==> config.mk <==
export PLATFORM = sky130hd
export DESIGN_NAME = cs_decoder
export DESIGN_NICKNAME = d
export VERILOG_FILES = /design/src/rtl/csd_pkg.sv /design/src/rtl/csd_cfg_regs.sv /design/src/rtl/csd_chan_match.sv /design/src/rtl/csd_prio_pick.sv /design/src/rtl/cs_decoder.sv
export SDC_FILE = /design/constraint.sdc
export NUM_CORES = 1
export LEC_CHECK = 0
export BUFFER_PORTS_ARGS = -buffer_cell sky130_fd_sc_hd__clkbuf_2
export CORE_ASPECT_RATIO = 1.1
export CORE_MARGIN = 5
export CORE_UTILIZATION = 50
export CTS_BUF_LIST = sky130_fd_sc_hd__clkbuf_2
export CTS_CLUSTER_DIAMETER = 120
export DETAILED_ROUTE_END_ITERATION = 12
export HOLD_SLACK_MARGIN = 0.1
export PLACE_DENSITY = 0.69
export SLEW_MARGIN = 25
export SYNTH_ARGS = -nofsm -noshare
export SYNTH_HDL_FRONTEND = slang
export SYNTH_SLANG_ARGS = --single-unit
==> constraint.sdc <==
create_clock -name clk -period 4.4 [get_ports clk]
set_input_delay 0.66 -clock clk [delete_from_list [all_inputs] [get_ports clk]]
set_output_delay 0.66 -clock clk [all_outputs]
set_load 0.05 [all_outputs]
==> src/rtl/csd_pkg.sv <==
// Package: shared types and constants of the chip-select decoder.
// Assumes byte-wide bound registers and a 2-bit register selector.
package csd_pkg;

    // Per-channel configuration as held in the register file.
    typedef struct packed {
        logic       en;
        logic       io;
        logic [7:0] lo;
        logic [7:0] hi;
    } csd_chan_cfg_t;

    // Register selector codes on the write port.
    typedef enum logic [1:0] {
        SEL_CTRL  = 2'd0,
        SEL_LO    = 2'd1,
        SEL_HI    = 2'd2,
        SEL_NONE  = 2'd3
    } csd_sel_e;

    // Bit positions inside the control byte.
    localparam int CTRL_EN_BIT = 3;
    localparam int CTRL_IO_BIT = 4;

endpackage

==> src/rtl/csd_cfg_regs.sv <==
// Module: configuration register file, one control/lower/upper set per
// channel. Assumes a single synchronous write port. Enables clear on reset.
module csd_cfg_regs
    import csd_pkg::*;
#(
    parameter int NUM_CH   = 4,
    localparam int CH_IDX_W = (NUM_CH > 1) ? $clog2(NUM_CH) : 1
) (
    input  logic                clk,
    input  logic                rst_n,
    input  logic                wr_en,
    input  logic [CH_IDX_W-1:0] wr_chan,
    input  logic [1:0]          wr_sel,
    input  logic [7:0]          wr_data,
    output csd_chan_cfg_t       cfg [NUM_CH]
);

    csd_chan_cfg_t cfg_q [NUM_CH];

    genvar gi;
    generate
        for (gi = 0; gi < NUM_CH; gi++) begin : g_ch
            // Load this channel's selected register on a matching write.
            always_ff @(posedge clk) begin
                if (!rst_n) begin
                    cfg_q[gi] <= '0;
                end else if (wr_en && (int'(wr_chan) == gi)) begin
                    case (csd_sel_e'(wr_sel))
                        SEL_CTRL: begin
                            cfg_q[gi].en <= wr_data[CTRL_EN_BIT];
                            cfg_q[gi].io <= wr_data[CTRL_IO_BIT];
                        end
                        SEL_LO:   cfg_q[gi].lo <= wr_data;
                        SEL_HI:   cfg_q[gi].hi <= wr_data;
                        default:  ;
                    endcase
                end
            end

            assign cfg[gi] = cfg_q[gi];

            // reset leaves every channel disabled.
            a_r1_reset_disables: assert property (
                @(posedge clk) !rst_n |=> !cfg_q[gi].en
            ) else $error("R1: channel %0d enabled after reset", gi);

            // a selector-3 write leaves this channel untouched.
            a_r10_sel_none_inert: assert property (
                @(posedge clk) disable iff (!rst_n)
                (wr_en && int'(wr_chan) == gi && wr_sel == 2'd3)
                    |=> $stable(cfg_q[gi])
            ) else $error("R10: selector 3 changed channel %0d", gi);
        end
    endgenerate

endmodule

==> src/rtl/csd_chan_match.sv <==
// Module: match logic of one channel. Memory mode compares the top address
// byte with inclusive bounds; I/O mode compares the I/O high byte with the
// lower bound and is blocked inside the on-chip peripheral window.
module csd_chan_match
    import csd_pkg::*;
#(
    parameter int          ADDR_W    = 24,
    parameter int          IO_W      = 16,
    parameter logic [15:0] PERIPH_LO = 16'h0080,
    parameter logic [15:0] PERIPH_HI = 16'h00FF
) (
    input  csd_chan_cfg_t     cfg,
    input  logic [ADDR_W-1:0] addr,
    input  logic              mem_req,
    input  logic              io_req,
    output logic              hit
);

    localparam int MEM_TOP = ADDR_W - 1;
    localparam int IO_TOP  = IO_W - 1;

    logic [7:0]      mem_byte;
    logic [7:0]      io_byte;
    logic [IO_W-1:0] io_addr;
    logic            in_periph;
    logic            mem_hit;
    logic            io_hit;

    assign mem_byte = addr[MEM_TOP -: 8];
    assign io_byte  = addr[IO_TOP -: 8];
    assign io_addr  = addr[IO_W-1:0];

    // Decode the reserved peripheral window and both kinds of match.
    always_comb begin
        in_periph = (io_addr >= IO_W'(PERIPH_LO)) && (io_addr <= IO_W'(PERIPH_HI));
        mem_hit   = mem_req && (mem_byte >= cfg.lo) && (mem_byte <= cfg.hi);
        io_hit    = io_req && (io_byte == cfg.lo) && !in_periph;
        hit       = cfg.en && (cfg.io ? io_hit : mem_hit);
    end

endmodule

==> src/rtl/csd_prio_pick.sv <==
// Module: fixed-priority picker; the lowest-numbered raised hit wins.
// Output is one-hot or zero.
module csd_prio_pick #(
    parameter int NUM_CH = 4
) (
    input  logic [NUM_CH-1:0] hit,
    output logic [NUM_CH-1:0] grant
);

    logic [NUM_CH:0] blocked;

    assign blocked[0] = 1'b0;

    genvar gi;
    generate
        for (gi = 0; gi < NUM_CH; gi++) begin : g_pick
            // Pass the hit only if no lower channel has already matched.
            assign grant[gi]     = hit[gi] & ~blocked[gi];
            assign blocked[gi+1] = blocked[gi] | hit[gi];
        end
    endgenerate

endmodule

==> src/rtl/cs_decoder.sv <==
// Module: top of the programmable chip-select decoder. Combinational
// per-channel decode, fixed priority, then one output register.
// Assumes synchronous active-low reset and a free-running clock.
module cs_decoder
    import csd_pkg::*;
#(
    parameter int          NUM_CH    = 4,
    parameter int          ADDR_W    = 24,
    parameter int          IO_W      = 16,
    parameter logic [15:0] PERIPH_LO = 16'h0080,
    parameter logic [15:0] PERIPH_HI = 16'h00FF,
    localparam int         CH_IDX_W  = (NUM_CH > 1) ? $clog2(NUM_CH) : 1
) (
    input  logic                clk,
    input  logic                rst_n,
    input  logic                wr_en,
    input  logic [CH_IDX_W-1:0] wr_chan,
    input  logic [1:0]          wr_sel,
    input  logic [7:0]          wr_data,
    input  logic [ADDR_W-1:0]   addr,
    input  logic                mem_req,
    input  logic                io_req,
    output logic [NUM_CH-1:0]   cs_n
);

    csd_chan_cfg_t     cfg [NUM_CH];
    logic [NUM_CH-1:0] hit;
    logic [NUM_CH-1:0] grant;
    logic [NUM_CH-1:0] cs_n_q;

    csd_cfg_regs #(.NUM_CH(NUM_CH)) u_regs (
        .clk     (clk),
        .rst_n   (rst_n),
        .wr_en   (wr_en),
        .wr_chan (wr_chan),
        .wr_sel  (wr_sel),
        .wr_data (wr_data),
        .cfg     (cfg)
    );

    genvar gi;
    generate
        for (gi = 0; gi < NUM_CH; gi++) begin : g_match
            csd_chan_match #(
                .ADDR_W    (ADDR_W),
                .IO_W      (IO_W),
                .PERIPH_LO (PERIPH_LO),
                .PERIPH_HI (PERIPH_HI)
            ) u_match (
                .cfg     (cfg[gi]),
                .addr    (addr),
                .mem_req (mem_req),
                .io_req  (io_req),
                .hit     (hit[gi])
            );

            // a low select traces back to an enabled channel and its own strobe.
            a_r5_strobe_matches_mode: assert property (
                @(posedge clk) disable iff (!rst_n)
                !cs_n[gi] |-> ($past(cfg[gi].en) &&
                               ($past(cfg[gi].io) ? $past(io_req) : $past(mem_req)))
            ) else $error("R5: channel %0d selected without its strobe", gi);
        end
    endgenerate

    csd_prio_pick #(.NUM_CH(NUM_CH)) u_pick (
        .hit   (hit),
        .grant (grant)
    );

    // Register the active-low selects for a glitch-free, one-cycle output.
    always_ff @(posedge clk) begin
        if (!rst_n) cs_n_q <= '1;
        else        cs_n_q <= ~grant;
    end

    assign cs_n = cs_n_q;

    // outputs inactive after a reset edge.
    a_r1_reset_outputs: assert property (
        @(posedge clk) !rst_n |=> (cs_n == '1)
    ) else $error("R1: select active after reset");

    // never more than one select low.
    a_r6_single_select: assert property (
        @(posedge clk) disable iff (!rst_n) $onehot0(~cs_n)
    ) else $error("R6: multiple selects low");

    // no request means no select on the next clock.
    a_r8_idle_quiet: assert property (
        @(posedge clk) disable iff (!rst_n)
        (!mem_req && !io_req) |=> (cs_n == '1)
    ) else $error("R8: select without request");

    // an I/O-only cycle in the peripheral window selects nothing.
    a_r4_periph_window: assert property (
        @(posedge clk) disable iff (!rst_n)
        (io_req && !mem_req &&
         addr[IO_W-1:0] >= IO_W'(PERIPH_LO) && addr[IO_W-1:0] <= IO_W'(PERIPH_HI))
            |=> (cs_n == '1)
    ) else $error("R4: select inside peripheral window");

endmodule

==> results.tsv <==
metric	value	unit
wl_per_cell	18.5	µm
fin_crit_sh	0.536	
clk_pin_slew	0.18	ns
place.gp.congestion	0.820	
synthSimpleGateAreaFrac	0.184	
syn_inst	470	
cts_tree	done	
clock_skew	0.0148	ns
maxSlewViolCount	0	
ios	45	
worstRegToRegCells	8	
synthMuxAreaShare	0	
die_h	115	µm
ys_warn_count	0	
drtAntennaViolNets	0	
fp.coreArea	9790	µm²
yosys.area_share.adder	0.161	
grt_overflow	0	
post_cts.repair.setup_buffers	0	
hold_buffers	0	
critical_path_class	in -> reg	
synth_largest_area_cell	edfxtp_1	
die_width	105	µm
cap_violations	0	
area_delta_synth_final	7.15	%
grt_max_degree	20	
synth_area	4970	µm²
crit_buf_inv	2	
ys_seq_elements	76	
fill_cells	877	
hold_path_class	in -> reg	
viasPerCell	5.51	
ys_top_cells_by_area	edfxtp_1 (44%), ha_1 (16%), and2_1 (8.1%)	
post-route-util	0.544	
fmax	424	MHz
irDropWorstVdd	0.106	mV
grt_pass1_wl	18500	µm
cts.sinks	76	
grt_use_total	0.206	
crit_path_end_kind	flip-flop	
worst_slack	2.04	ns
synth_top_area_share	0.435	
die_area	12000	µm²
avgSynthCellArea	10.6	µm²
hold_path_depth	4	
slew_headroom	0.309	
dp_hpwl	8640	µm
placementRows	38	
start_util	0.507	
ys_async_sr_fraction	0	
rsz0062_at_grt	false	
antenna_found_initial	1	
cts.path.max_buffers	2	
instances_no_fill	633	
arrival	2.81	ns
synth_common_cells	edfxtp_1 (72), and2_1 (64), ha_1 (64), inv_1 (60), o21ai_0 (27)	
hold_ws	0.494	ns
synth-main-ff-cell	edfxtp_1	
synth_compound_area_frac	0.0902	
vias	3485	
wl	11700	µm
synth.distinct_cells	45	
crit_slowest_cell	a2111oi_0	
cts.repair.resized	0	
setup_viol	0	
cts_root_buffer	clkbuf_2	
dpl-instance-area	5250	µm²
powerDensity	267	nW/µm²
period_minus_slack	2.36	ns
drt_iter0_drc	140	
grt_pass1_vias	3643	
synth_top_family_by_area	simple AND/OR/NAND/NOR gates	
finalPower	1.42	mW
synth_seq_area_share	0.451	
tightest_slew	1.03	ns
firstDrtPassIters	4	
ctsHtreeMaxLevel	3	
synth_most_common_cell	edfxtp_1	
crit_required	4.85	ns
final_nets	612	
critical-path-top-delay-family	compound AO/OA/AOI/OAI gates	
drive_gt1_frac	0.113	
drc	0	
status	finished clean	
critPathMaxStageDelay	0.43	ns
place_ws	1.46	ns
crit_cells	10	
synthXorXnorAreaFrac	0.0564	
syn_nets	575	
cts_made_buffers	9	
p_leak	2.32	nW
hold_viol	0	
tns	0	ns
postLayoutCellArea	5320	µm²
dp.cells	616	
clk_latency	0.54	ns
synth_edf_count	72	
portBuffers	37	
path_cells	clkbuf_2 > inv_1 > ha_1 > nand2b_1 > a2111oi_0 > o31ai_1 > and4b_1 > a21oi_2 > and3_1 > nand4b_1	
cp-start-kind	input pin	
worstPathMaxFanout	8	
-- cell usage in the layout, fill, tap and decap left out, types with 2 or more instances in the layout --
master    Yosys  final
nand2_1      14     14
o21a_1        2      2
a21o_1        7      7
nor3_1        3      3
o31ai_1       2      2
nor2_1       23     23
nand3b_1      5      5
dfxtp_1       4      4
inv_1        60     60
nor4_1        4      4
xor2_1       17     17
clkbuf_2      0     49
a211oi_1      2      2
a21oi_1      18     18
and3_1        3      3
clkinv_1      0      3
ha_1         64     64
o21ai_0      27     23
a221oi_1      2      2
and2_1       64     64
nand3_1       6      6
o211ai_1      3      3
nand2b_1      9      9
edfxtp_1     72     72
o21ai_1       1      5
nand4_1      15     15
or2_2         2      2
xnor2_1      15     15
-- state kept, by name (all words and copies together) (netlist names) --
| register | cells |
|---|---|
| cs_n | 4 |
| u_regs.cfg_q | 72 |
-- logic make-up after synthesis --
family,Yosys count
DFF,76
adders and majority gates,64
xor gates and xnor gates,32
buffers and inverters,71
AOI/OAI and AO/OA,71
and+or+nand+nor,156
-- report_power, final --
group          internal (mW)  switching, mW
Combinational          0.103          0.162
Clock                 0.0753          0.227
Sequential             0.832         0.0210
Total                   1.01          0.410
-- path summary, 6_finish.rpt --
path	start	end	slack [ns]
min	io_req	cs_n[3]	0.49
min reg2reg	u_regs.cfg_q[0][17]	cs_n[2]	0.60
max reg2reg	u_regs.cfg_q[1][8]	cs_n[3]	2.22
max	addr[16]	cs_n[3]	2.04
-- layout make-up --
class | instances | area (µm²) | area share
Antenna cell | 1 | 2.50 | 0.000470
Clock buffer | 12 | 60.1 | 0.0113
Clock inverter | 4 | 16.3 | 0.00306
Inverter | 60 | 225 | 0.0423
Multi-Input combinational cell | 323 | 2440 | 0.459
Sequential cell | 76 | 2240 | 0.421
Tap cell | 120 | 150 | 0.0282
Timing Repair Buffer | 37 | 185 | 0.0348
-- per-layer routing --
layer  up-vias  share of wire  wire length [µm]  GRT usage
li1       1720              -                 -          -
met1      1622           0.40              4670      0.234
met2       104           0.50              5890      0.365
met3        39          0.052               605     0.0355
met4         0          0.045               521      0.115
met5         -              0                 0          0
-- worst register-to-register path, stage by stage (launching register included) --
cell and delay (ns):
edfxtp_1 0.45, ha_1 0.29, nand2b_1 0.13, a2111oi_0 0.43, o31ai_1 0.16, and4b_1 0.22
a21oi_2 0.13, and3_1 0.19, nand4b_1 0.10
No activity file was read; power rests on OpenSTA's default activity.
